## config.mk

```make
export PLATFORM = sky130hd
export DESIGN_NAME = refsw_ctrl
export DESIGN_NICKNAME = d
export VERILOG_FILES = /design/src/rtl/refsw_pkg.sv /design/src/rtl/refsw_sync.sv /design/src/rtl/refsw_presence.sv /design/src/rtl/refsw_fsm.sv /design/src/rtl/refsw_ctrl.sv
export SDC_FILE = /design/constraint.sdc
export NUM_CORES = 1
export LEC_CHECK = 0
export CAP_MARGIN = 5
export CORE_ASPECT_RATIO = 0.6
export CORE_MARGIN = 5
export CORE_UTILIZATION = 43
export CTS_CLUSTER_SIZE = 14
export DETAILED_ROUTE_END_ITERATION = 8
export GPL_TIMING_DRIVEN = 1
export SYNTH_ARGS = -nofsm -noshare
export SYNTH_HDL_FRONTEND = slang
export SYNTH_HIERARCHICAL = 1
export SYNTH_SLANG_ARGS = --single-unit
```

## constraint.sdc

```tcl
create_clock -name clk -period 2.2 [get_ports clk]
set_input_delay 0.55 -clock clk [delete_from_list [all_inputs] [get_ports clk]]
set_output_delay 0.55 -clock clk [all_outputs]
set_load 0.01 [all_outputs]
```

## src/rtl/refsw_pkg.sv

```systemverilog
package refsw_pkg;

    typedef enum logic [2:0] {
        ST_HOLD    = 3'd0,
        ST_AUTO_A  = 3'd1,
        ST_AUTO_B  = 3'd2,
        ST_FORCE_A = 3'd3,
        ST_FORCE_B = 3'd4
    } refsw_state_t;

    localparam int NUM_REFS = 2;

endpackage

```

## src/rtl/refsw_sync.sv

```systemverilog
module refsw_sync #(
    parameter int STAGES = 2
) (
    input  logic clk,
    input  logic rst_n,
    input  logic d,
    output logic q
);
    logic [STAGES-1:0] chain_q;

    always_ff @(posedge clk or negedge rst_n) begin
        if (!rst_n) chain_q <= '0;
        else        chain_q <= {chain_q[STAGES-2:0], d};
    end

    assign q = chain_q[STAGES-1];
endmodule

```

## src/rtl/refsw_presence.sv

```systemverilog
module refsw_presence #(
    parameter int WIN_CYCLES = 256,
    parameter int CNT_W      = 8
) (
    input  logic             clk,
    input  logic             rst_n,
    input  logic             ref_s,
    input  logic [CNT_W-1:0] min_edges,
    output logic             present
);
    localparam int WIN_W = (WIN_CYCLES > 2) ? $clog2(WIN_CYCLES) : 1;
    localparam logic [WIN_W-1:0] WIN_LAST = WIN_W'(WIN_CYCLES - 1);
    localparam logic [CNT_W-1:0] CNT_MAX  = {CNT_W{1'b1}};

    logic             ref_d;
    logic             rise;
    logic [WIN_W-1:0] win_q;
    logic             win_end;
    logic [CNT_W-1:0] cnt_q;
    logic [CNT_W-1:0] cnt_inc;

    assign rise    = ref_s & ~ref_d;
    assign win_end = (win_q == WIN_LAST);
    assign cnt_inc = (rise && cnt_q != CNT_MAX) ? cnt_q + 1'b1 : cnt_q;

    always_ff @(posedge clk or negedge rst_n) begin
        if (!rst_n) begin
            ref_d   <= 1'b0;
            win_q   <= '0;
            cnt_q   <= '0;
            present <= 1'b0;
        end else begin
            ref_d <= ref_s;
            if (win_end) begin
                win_q   <= '0;
                cnt_q   <= '0;
                present <= (cnt_inc >= min_edges);
            end else begin
                win_q <= win_q + 1'b1;
                cnt_q <= cnt_inc;
            end
        end
    end
endmodule

```

## src/rtl/refsw_fsm.sv

```systemverilog
module refsw_fsm
    import refsw_pkg::*;
(
    input  logic clk,
    input  logic rst_n,
    input  logic ok_a,
    input  logic ok_b,
    input  logic revert_a,
    input  logic man_en,
    input  logic man_sel,
    output logic sel_b,
    output logic holdover,
    output logic switch_evt
);
    refsw_state_t st_q, st_nxt;
    logic         sel_q, sel_nxt, evt_q;

    function automatic refsw_state_t pick(input logic a, input logic b);
        if (a)      return ST_AUTO_A;
        else if (b) return ST_AUTO_B;
        else        return ST_HOLD;
    endfunction

    always_comb begin
        st_nxt = st_q;
        if (man_en) begin
            st_nxt = man_sel ? ST_FORCE_B : ST_FORCE_A;
        end else begin
            unique case (st_q)
                ST_HOLD:    st_nxt = pick(ok_a, ok_b);
                ST_AUTO_A:  if (!ok_a) st_nxt = pick(1'b0, ok_b);
                ST_AUTO_B: begin
                    if (!ok_b)                 st_nxt = pick(ok_a, 1'b0);
                    else if (ok_a && revert_a) st_nxt = ST_AUTO_A;
                end
                ST_FORCE_A,
                ST_FORCE_B: st_nxt = pick(ok_a, ok_b);
                default:    st_nxt = ST_HOLD;
            endcase
        end
    end

    always_comb begin
        unique case (st_nxt)
            ST_AUTO_A, ST_FORCE_A: sel_nxt = 1'b0;
            ST_AUTO_B, ST_FORCE_B: sel_nxt = 1'b1;
            default:               sel_nxt = sel_q;
        endcase
    end

    always_ff @(posedge clk or negedge rst_n) begin
        if (!rst_n) begin
            st_q  <= ST_HOLD;
            sel_q <= 1'b0;
            evt_q <= 1'b0;
        end else begin
            st_q  <= st_nxt;
            sel_q <= sel_nxt;
            evt_q <= (sel_nxt != sel_q);
        end
    end

    always_comb begin
        sel_b      = sel_q;
        holdover   = (st_q == ST_HOLD);
        switch_evt = evt_q;
    end
endmodule

```

## src/rtl/refsw_ctrl.sv

```systemverilog
module refsw_ctrl
    import refsw_pkg::*;
#(
    parameter int WIN_CYCLES = 256,
    parameter int CNT_W      = 8
) (
    input  logic             clk,
    input  logic             rst_n,
    input  logic             ref_a,
    input  logic             ref_b,
    input  logic [CNT_W-1:0] min_edges,
    input  logic             revert_a,
    input  logic             man_en,
    input  logic             man_sel,
    output logic             sel_b,
    output logic             holdover,
    output logic             switch_evt,
    output logic             lost_a,
    output logic             lost_b
);
    logic [NUM_REFS-1:0] ref_raw;
    logic [NUM_REFS-1:0] ref_s;
    logic [NUM_REFS-1:0] ok;

    assign ref_raw = {ref_b, ref_a};

    for (genvar i = 0; i < NUM_REFS; i++) begin : g_ref
        refsw_sync #(.STAGES(2)) u_sync (
            .clk   (clk),
            .rst_n (rst_n),
            .d     (ref_raw[i]),
            .q     (ref_s[i])
        );
        refsw_presence #(.WIN_CYCLES(WIN_CYCLES), .CNT_W(CNT_W)) u_det (
            .clk       (clk),
            .rst_n     (rst_n),
            .ref_s     (ref_s[i]),
            .min_edges (min_edges),
            .present   (ok[i])
        );
    end

    refsw_fsm u_fsm (
        .clk        (clk),
        .rst_n      (rst_n),
        .ok_a       (ok[0]),
        .ok_b       (ok[1]),
        .revert_a   (revert_a),
        .man_en     (man_en),
        .man_sel    (man_sel),
        .sel_b      (sel_b),
        .holdover   (holdover),
        .switch_evt (switch_evt)
    );

    assign lost_a = ~ok[0];
    assign lost_b = ~ok[1];
endmodule

```

After elaboration in Yosys (flattened, before gate mapping). Index checks and enable logic that the tools add are counted.

Register bits after elaboration: 45. Bits of input ports: 15. Output and inout bits: 5.

$add $sub $neg: 4. Magnitude comparators: 2. Eq/ne operators: 13. Mux-type cells: 16. Bitwise operators: 6. Reductions and logical operators: 7.

Operators with widths (number): 8-bit two-way mux (6); 8-bit by 1-bit adder with 8-bit output, second input constant (4); 8-bit equality test, second input constant (2); 8-bit >= comparator (2); 8-bit inequality test, second input constant (2); 3-bit two-way mux (5); 3-bit by 2-bit equality test with 1-bit output, second input constant (4); 3-bit case mux with 3 select lines (1); 3-bit by 1-bit equality test with 1-bit output, second input constant (2); 3-bit equality test, second input constant (2); 2-bit two-way mux (2); 1-bit NOT (4); 2-bit OR reduction (2); 1-bit logical AND (3); 3-bit logical NOT (1); 3-bit OR reduction (1); 1-bit bitwise AND (2); 1-bit case mux with 2 select lines (1); 1-bit two-way mux (1); 1-bit inequality test (1).

Logic depth before layout (Yosys ltp).
Depth in word-level cells: 9. Gate-level depth with buffers: 10. Depth with buffers taken out: 10.

Hierarchy. The synthesis kept the hierarchy.

Modules (own cells, without submodules): refsw_presence (instances 2, cells an instance 107, area an instance 1113.6 µm²); refsw_fsm (instances 1, cells an instance 23, area an instance 251.5 µm²); refsw_sync (instances 2, cells an instance 2, area an instance 50.0 µm²); refsw_ctrl (instances 1, cells an instance 2, area an instance 7.5 µm²).

Worst setup path after synthesis. Ideal clock, no wire load.

Path type: flip-flop to flip-flop. Start: reg g_ref[0].u_det.cnt_q[0]. End: reg g_ref[0].u_det.present. Setup time: 130 ps. Data arrival time: 2081 ps. Setup slack: -11 ps. Cell stages (with the launch flop): 11. Buffers on the path: 0. Clock period less this slack: 2211 ps. Path through: dfrtp_1 -> ha_1 -> nand2_1 -> o2111ai_2 -> or3_4 -> nand2_1 -> ha_1 -> a21oi_1 -> nor2_1 -> a2111oi_2 -> a21oi_1.

Word-level cells in the longest chain between the ends: 4.

Ends and longest elaborated chain: from (decl) (RTL line refsw_presence.sv:19) `logic [CNT_W-1:0] cnt_q;`; from (signal assigned) (RTL line refsw_presence.sv:40) `cnt_q <= cnt_inc;`; branches (longest 2 deep; another with 8-bit by 1-bit adder with 8-bit output); 8-bit two-way mux * (RTL line refsw_presence.sv:24) `assign cnt_inc = (rise && cnt_q != CNT_MAX) ? cnt_q + 1'b1 : cnt_q;`; 8-bit >= comparator * (RTL line refsw_presence.sv:37) `present <= (cnt_inc >= min_edges);`; to (signal assigned) (RTL line refsw_presence.sv:37); to (decl) (RTL line refsw_presence.sv:9) `output logic present`.

Every way passes the cells marked *. A chain may end at the register's enable or synchronous reset.

Worst setup path after layout.
Start: reg g_ref[0].u_det.ref_d. End: reg g_ref[0].u_det.present.

Word-level cells in the longest chain between the ends: 5.

Ends and longest elaborated chain: from (decl) (RTL line refsw_presence.sv:15) `logic ref_d;`; from (signal assigned) (RTL line refsw_presence.sv:33) `ref_d <= ref_s;`; 1-bit NOT (RTL line refsw_presence.sv:22) `assign rise = ref_s & ~ref_d;`; 1-bit bitwise AND (RTL line refsw_presence.sv:22); 1-bit logical AND (RTL line refsw_presence.sv:24); 8-bit two-way mux (RTL line refsw_presence.sv:24); 8-bit >= comparator (RTL line refsw_presence.sv:37).

No other way between the ends.

==> results.json <==
{
  "status": "finished with violations",
  "violated_checks": "negative setup slack",
  "total_power_mw": 2.609,
  "max_freq_ghz": 0.4340,
  "postSynthAreaPerCell_um2": 10.64,
  "n_antenna_cell": 0,
  "r2r_setup_slack_ns": -0.10,
  "final_core_util_pct": 56.11,
  "start_util_pct": 45.36,
  "worst_setup_slack_final_ns": -0.1043,
  "post-route-drc-count": 0,
  "syn-cell-area_um2": 2586,
  "drt_iter0_markers": 81,
  "max_slew_margin_pct": 61.66,
  "synth.net_count": 278,
  "fp-row-count": 21,
  "layout-drive-gt1-share_pct": 24.48,
  "tritoncts": "yes",
  "grt_pass1_vias": 1822,
  "synthDistinctLibCells": 39,
  "antenna_violating_nets_post_route": 0,
  "layout.cells.most_common_list": "sky130_fd_sc_hd__dfrtp_1, sky130_fd_sc_hd__inv_1, sky130_fd_sc_hd__buf_4, sky130_fd_sc_hd__clkdlybuf4s50_1, sky130_fd_sc_hd__ha_1",
  "critical_path.max_fanout": 4,
  "tritoncts.num_buffers": 5,
  "worst_setup_path_startpoint": "g_ref[0].u_det/ref_d",
  "via_per_inst": 5.134,
  "wire_per_inst_um": 14.21,
  "static-leakage-power_nw": 1.523,
  "route.vias.total": 1879,
  "final.period_utilization_pct": 104.7,
  "grt_pass1_wl_um": 8783,
  "seq_area_frac_synth_pct": 43.54,
  "clockRootBuffer": "sky130_fd_sc_hd__clkbuf_8",
  "finalSetupViolCount": 1,
  "synthesis_to_finish_area_growth_pct": 23.71,
  "worst_path_max_delay_cell": "sky130_fd_sc_hd__or3_4",
  "peakVddDrop_v": 0.0005555,
  "crit_path_cells": "and4b_4, o2111ai_4, or3_4, nand2_4, ha_4, a21oi_2, nor2_2, a2111oi_4, a21oi_1",
  "core_area_um2": 5702,
  "drt_pass1_iterations": 4,
  "min_period_ns": 2.304,
  "final_hold_viol_count": 0,
  "clock_path_buffers": 2,
  "critPathLaunchType": "flop",
  "cts.sink_count": 45,
  "io-pin-count": 20,
  "crit_path_end_kind": "flop",
  "final_common_cell": "sky130_fd_sc_hd__dfrtp_1",
  "timing_worst_slew_pin_value_ns": 0.5751,
  "slowest_delay_ns": 0.42,
  "cp_data_required_time_ns": 2.37,
  "synth.yosys.warnings": 6,
  "fin_skew_ns": 0.008199,
  "cp-endpoint": "g_ref[0].u_det/present",
  "max_cap_viols": 0,
  "grt_usage_pct": 14.50,
  "antenna_violations_before_repair": 0,
  "dieArea_um2": 7716,
  "yosys_register_bits": 45,
  "skew_pair_late_insertion_delay_ns": 0.30,
  "r2r.worst_path.cells": 9,
  "unrepaired_setup_endpoints_after_global_routing": "true",
  "numPortBuffers": 19,
  "final.setup.tns_ns": -0.1043,
  "detailed_place_hpwl_um": 3808,
  "clk_pin_slew_worst_paths_ns": 0.08,
  "rr_startpoint": "g_ref[0].u_det/ref_d",
  "cts_hold_repair.buffers": 0,
  "worstPathArrival_ns": 2.48,
  "power_density_nw_per_um2": 815.3,
  "grt_start_max_net_pins": 46,
  "regToRegEndpoint": "g_ref[0].u_det/present",
  "htree_levels": 2,
  "final_nets": 320,
  "die_y_um": 70.07,
  "die_x_um": 110.1,
  "route.final.wire_length_um": 5202,
  "hold_path_class": "input pin to async pin",
  "timing_max_transition_violations_final": 0,
  "startpoint_to_endpoint_class_of_the_critical_path": "flop to flop",
  "syn-instance-count": 243,
  "globalRouteOverflowTotal": 0,
  "place_congestion": 0.8353
}
-- what timing repair did --
item | CTS | global route
pin swaps | 2 | 8
buffers inserted | 1 | 2
gates resized for setup | 3 | 16
gates cloned | 0 | 0
endpoints found under the setup margin | 2 | 2
-- critical path: cells and delay by family, from the launching register on --
family	cells	cell delay (ns)
AOI/OAI and AO/OA	4	0.69
adders and majority gates	1	0.20
DFF	1	0.37
and+or+nand+nor	4	0.91
-- cells in the mapped netlist --
cell | n | share of area (%)
sky130_fd_sc_hd__a41oi_1 | 4 | 1.4
sky130_fd_sc_hd__a21oi_1 | 10 | 1.9
sky130_fd_sc_hd__mux2_4 | 4 | 2.3
sky130_fd_sc_hd__nor4b_1 | 1 | 0.34
sky130_fd_sc_hd__a21boi_2 | 2 | 0.87
sky130_fd_sc_hd__and4b_4 | 2 | 1.1
sky130_fd_sc_hd__and2b_1 | 2 | 0.58
sky130_fd_sc_hd__buf_2 | 2 | 0.39
sky130_fd_sc_hd__a2bb2oi_2 | 1 | 0.58
sky130_fd_sc_hd__and4_1 | 4 | 1.4
sky130_fd_sc_hd__nand3_1 | 2 | 0.39
sky130_fd_sc_hd__or3_4 | 2 | 0.87
sky130_fd_sc_hd__nand4_2 | 4 | 1.9
sky130_fd_sc_hd__or4b_4 | 1 | 0.53
sky130_fd_sc_hd__xor2_1 | 8 | 2.7
sky130_fd_sc_hd__nand2b_1 | 4 | 0.97
sky130_fd_sc_hd__ha_1 | 20 | 9.7
sky130_fd_sc_hd__and2_1 | 16 | 3.9
sky130_fd_sc_hd__o21ai_0 | 7 | 1.4
sky130_fd_sc_hd__o31ai_1 | 2 | 0.58
sky130_fd_sc_hd__o31ai_4 | 2 | 1.6
sky130_fd_sc_hd__nor3_1 | 3 | 0.58
sky130_fd_sc_hd__mux2_2 | 2 | 0.87
sky130_fd_sc_hd__o2111ai_1 | 3 | 1.0
sky130_fd_sc_hd__o2111ai_2 | 2 | 1.2
sky130_fd_sc_hd__buf_4 | 2 | 0.58
sky130_fd_sc_hd__nand4_1 | 6 | 1.5
sky130_fd_sc_hd__nor2_1 | 17 | 2.5
sky130_fd_sc_hd__inv_1 | 24 | 3.5
sky130_fd_sc_hd__o211ai_1 | 1 | 0.29
sky130_fd_sc_hd__xnor2_1 | 4 | 1.4
sky130_fd_sc_hd__a2111oi_2 | 2 | 1.2
sky130_fd_sc_hd__and3_1 | 10 | 2.4
sky130_fd_sc_hd__a21oi_2 | 2 | 0.68
sky130_fd_sc_hd__nor3b_1 | 1 | 0.29
sky130_fd_sc_hd__dfrtp_1 | 45 | 44
sky130_fd_sc_hd__o21ai_1 | 2 | 0.39
sky130_fd_sc_hd__nand2_1 | 16 | 2.3
sky130_fd_sc_hd__o311ai_2 | 1 | 0.63
-- metrics by stage --
| stage | worst slack, ns | area, µm² | cells | hold slack (ns) |
|---|---|---|---|---|
| floorplan | 0.02653 | 2591 | 243 | 0.2544 |
| global placement | -0.06342 | 2979 | 355 | 0.3348 |
| detailed placement | -0.06636 | 2979 | 355 | 0.3403 |
| CTS | -0.03867 | 3102 | 364 | 0.3497 |
| global route | -0.2229 | 3199 | 366 | 0.3685 |
| finish | -0.1043 | 3199 | 366 | 0.3165 |
-- state kept, by name, indices dropped and copies added, names as in the netlist --
name,count
u_fsm/st_q,3
g_ref.u_sync/chain_q,4
u_fsm/switch_evt,1
u_fsm/sel_b,1
g_ref.u_det/present,2
g_ref.u_det/cnt_q,16
g_ref.u_det/win_q,16
g_ref.u_det/ref_d,2
-- power breakdown --
part	switching, mW	internal [mW]
clock	0.287	0.255
combinational	0.530	0.490
sequential	0.0979	0.948
-- layout make-up --
class	instances	area [µm²]
Clock inverter	2	13.76
Fill cell	518	2502
Multi-Input combinational cell	170	1449
Clock buffer	6	82.58
Sequential cell	45	1129
Tap cell	80	100.1
Inverter	24	90.09
Timing Repair Buffer	39	335.3
-- per-layer routing --
metal	global-route usage, %	up-vias	part of all wire [%]	wire [µm]
met5	0	-	0	0
met1	23.59	893	55	2841
met3	3.499	4	5.3	277
met2	19.02	38	39	2047
li1	-	944	-	-
met4	2.869	0	0.69	36
-- how the worst min path moves through the flow --
stage / to / from / depth (start not counted) / slack, ns
global placement: g_ref[0].u_sync/chain_q[1] / g_ref[0].u_sync/chain_q[0] / 0 / 0.33
finish: g_ref[1].u_det/cnt_q[1] / rst_n / 2 / 0.32
CTS: g_ref[1].u_det/cnt_q[4] / rst_n / 2 / 0.35
floorplan: g_ref[0].u_det/cnt_q[0] / rst_n / 0 / 0.25
global route: g_ref[0].u_sync/chain_q[1] / g_ref[0].u_sync/chain_q[0] / 0 / 0.37
detailed placement: g_ref[1].u_sync/chain_q[1] / g_ref[1].u_sync/chain_q[0] / 0 / 0.34
-- cells by family after synthesis --
kind of cell | after synthesis | share of synthesized area, %
AOI/OAI and AO/OA | 41 | 13.64
xor gates and xnor gates | 12 | 4.064
adders and majority gates | 20 | 9.676
buffers and inverters | 28 | 4.451
DFF | 45 | 43.54
muxes | 6 | 3.193
and+or+nand+nor | 91 | 21.43
(Power assumes the default switching activity.)
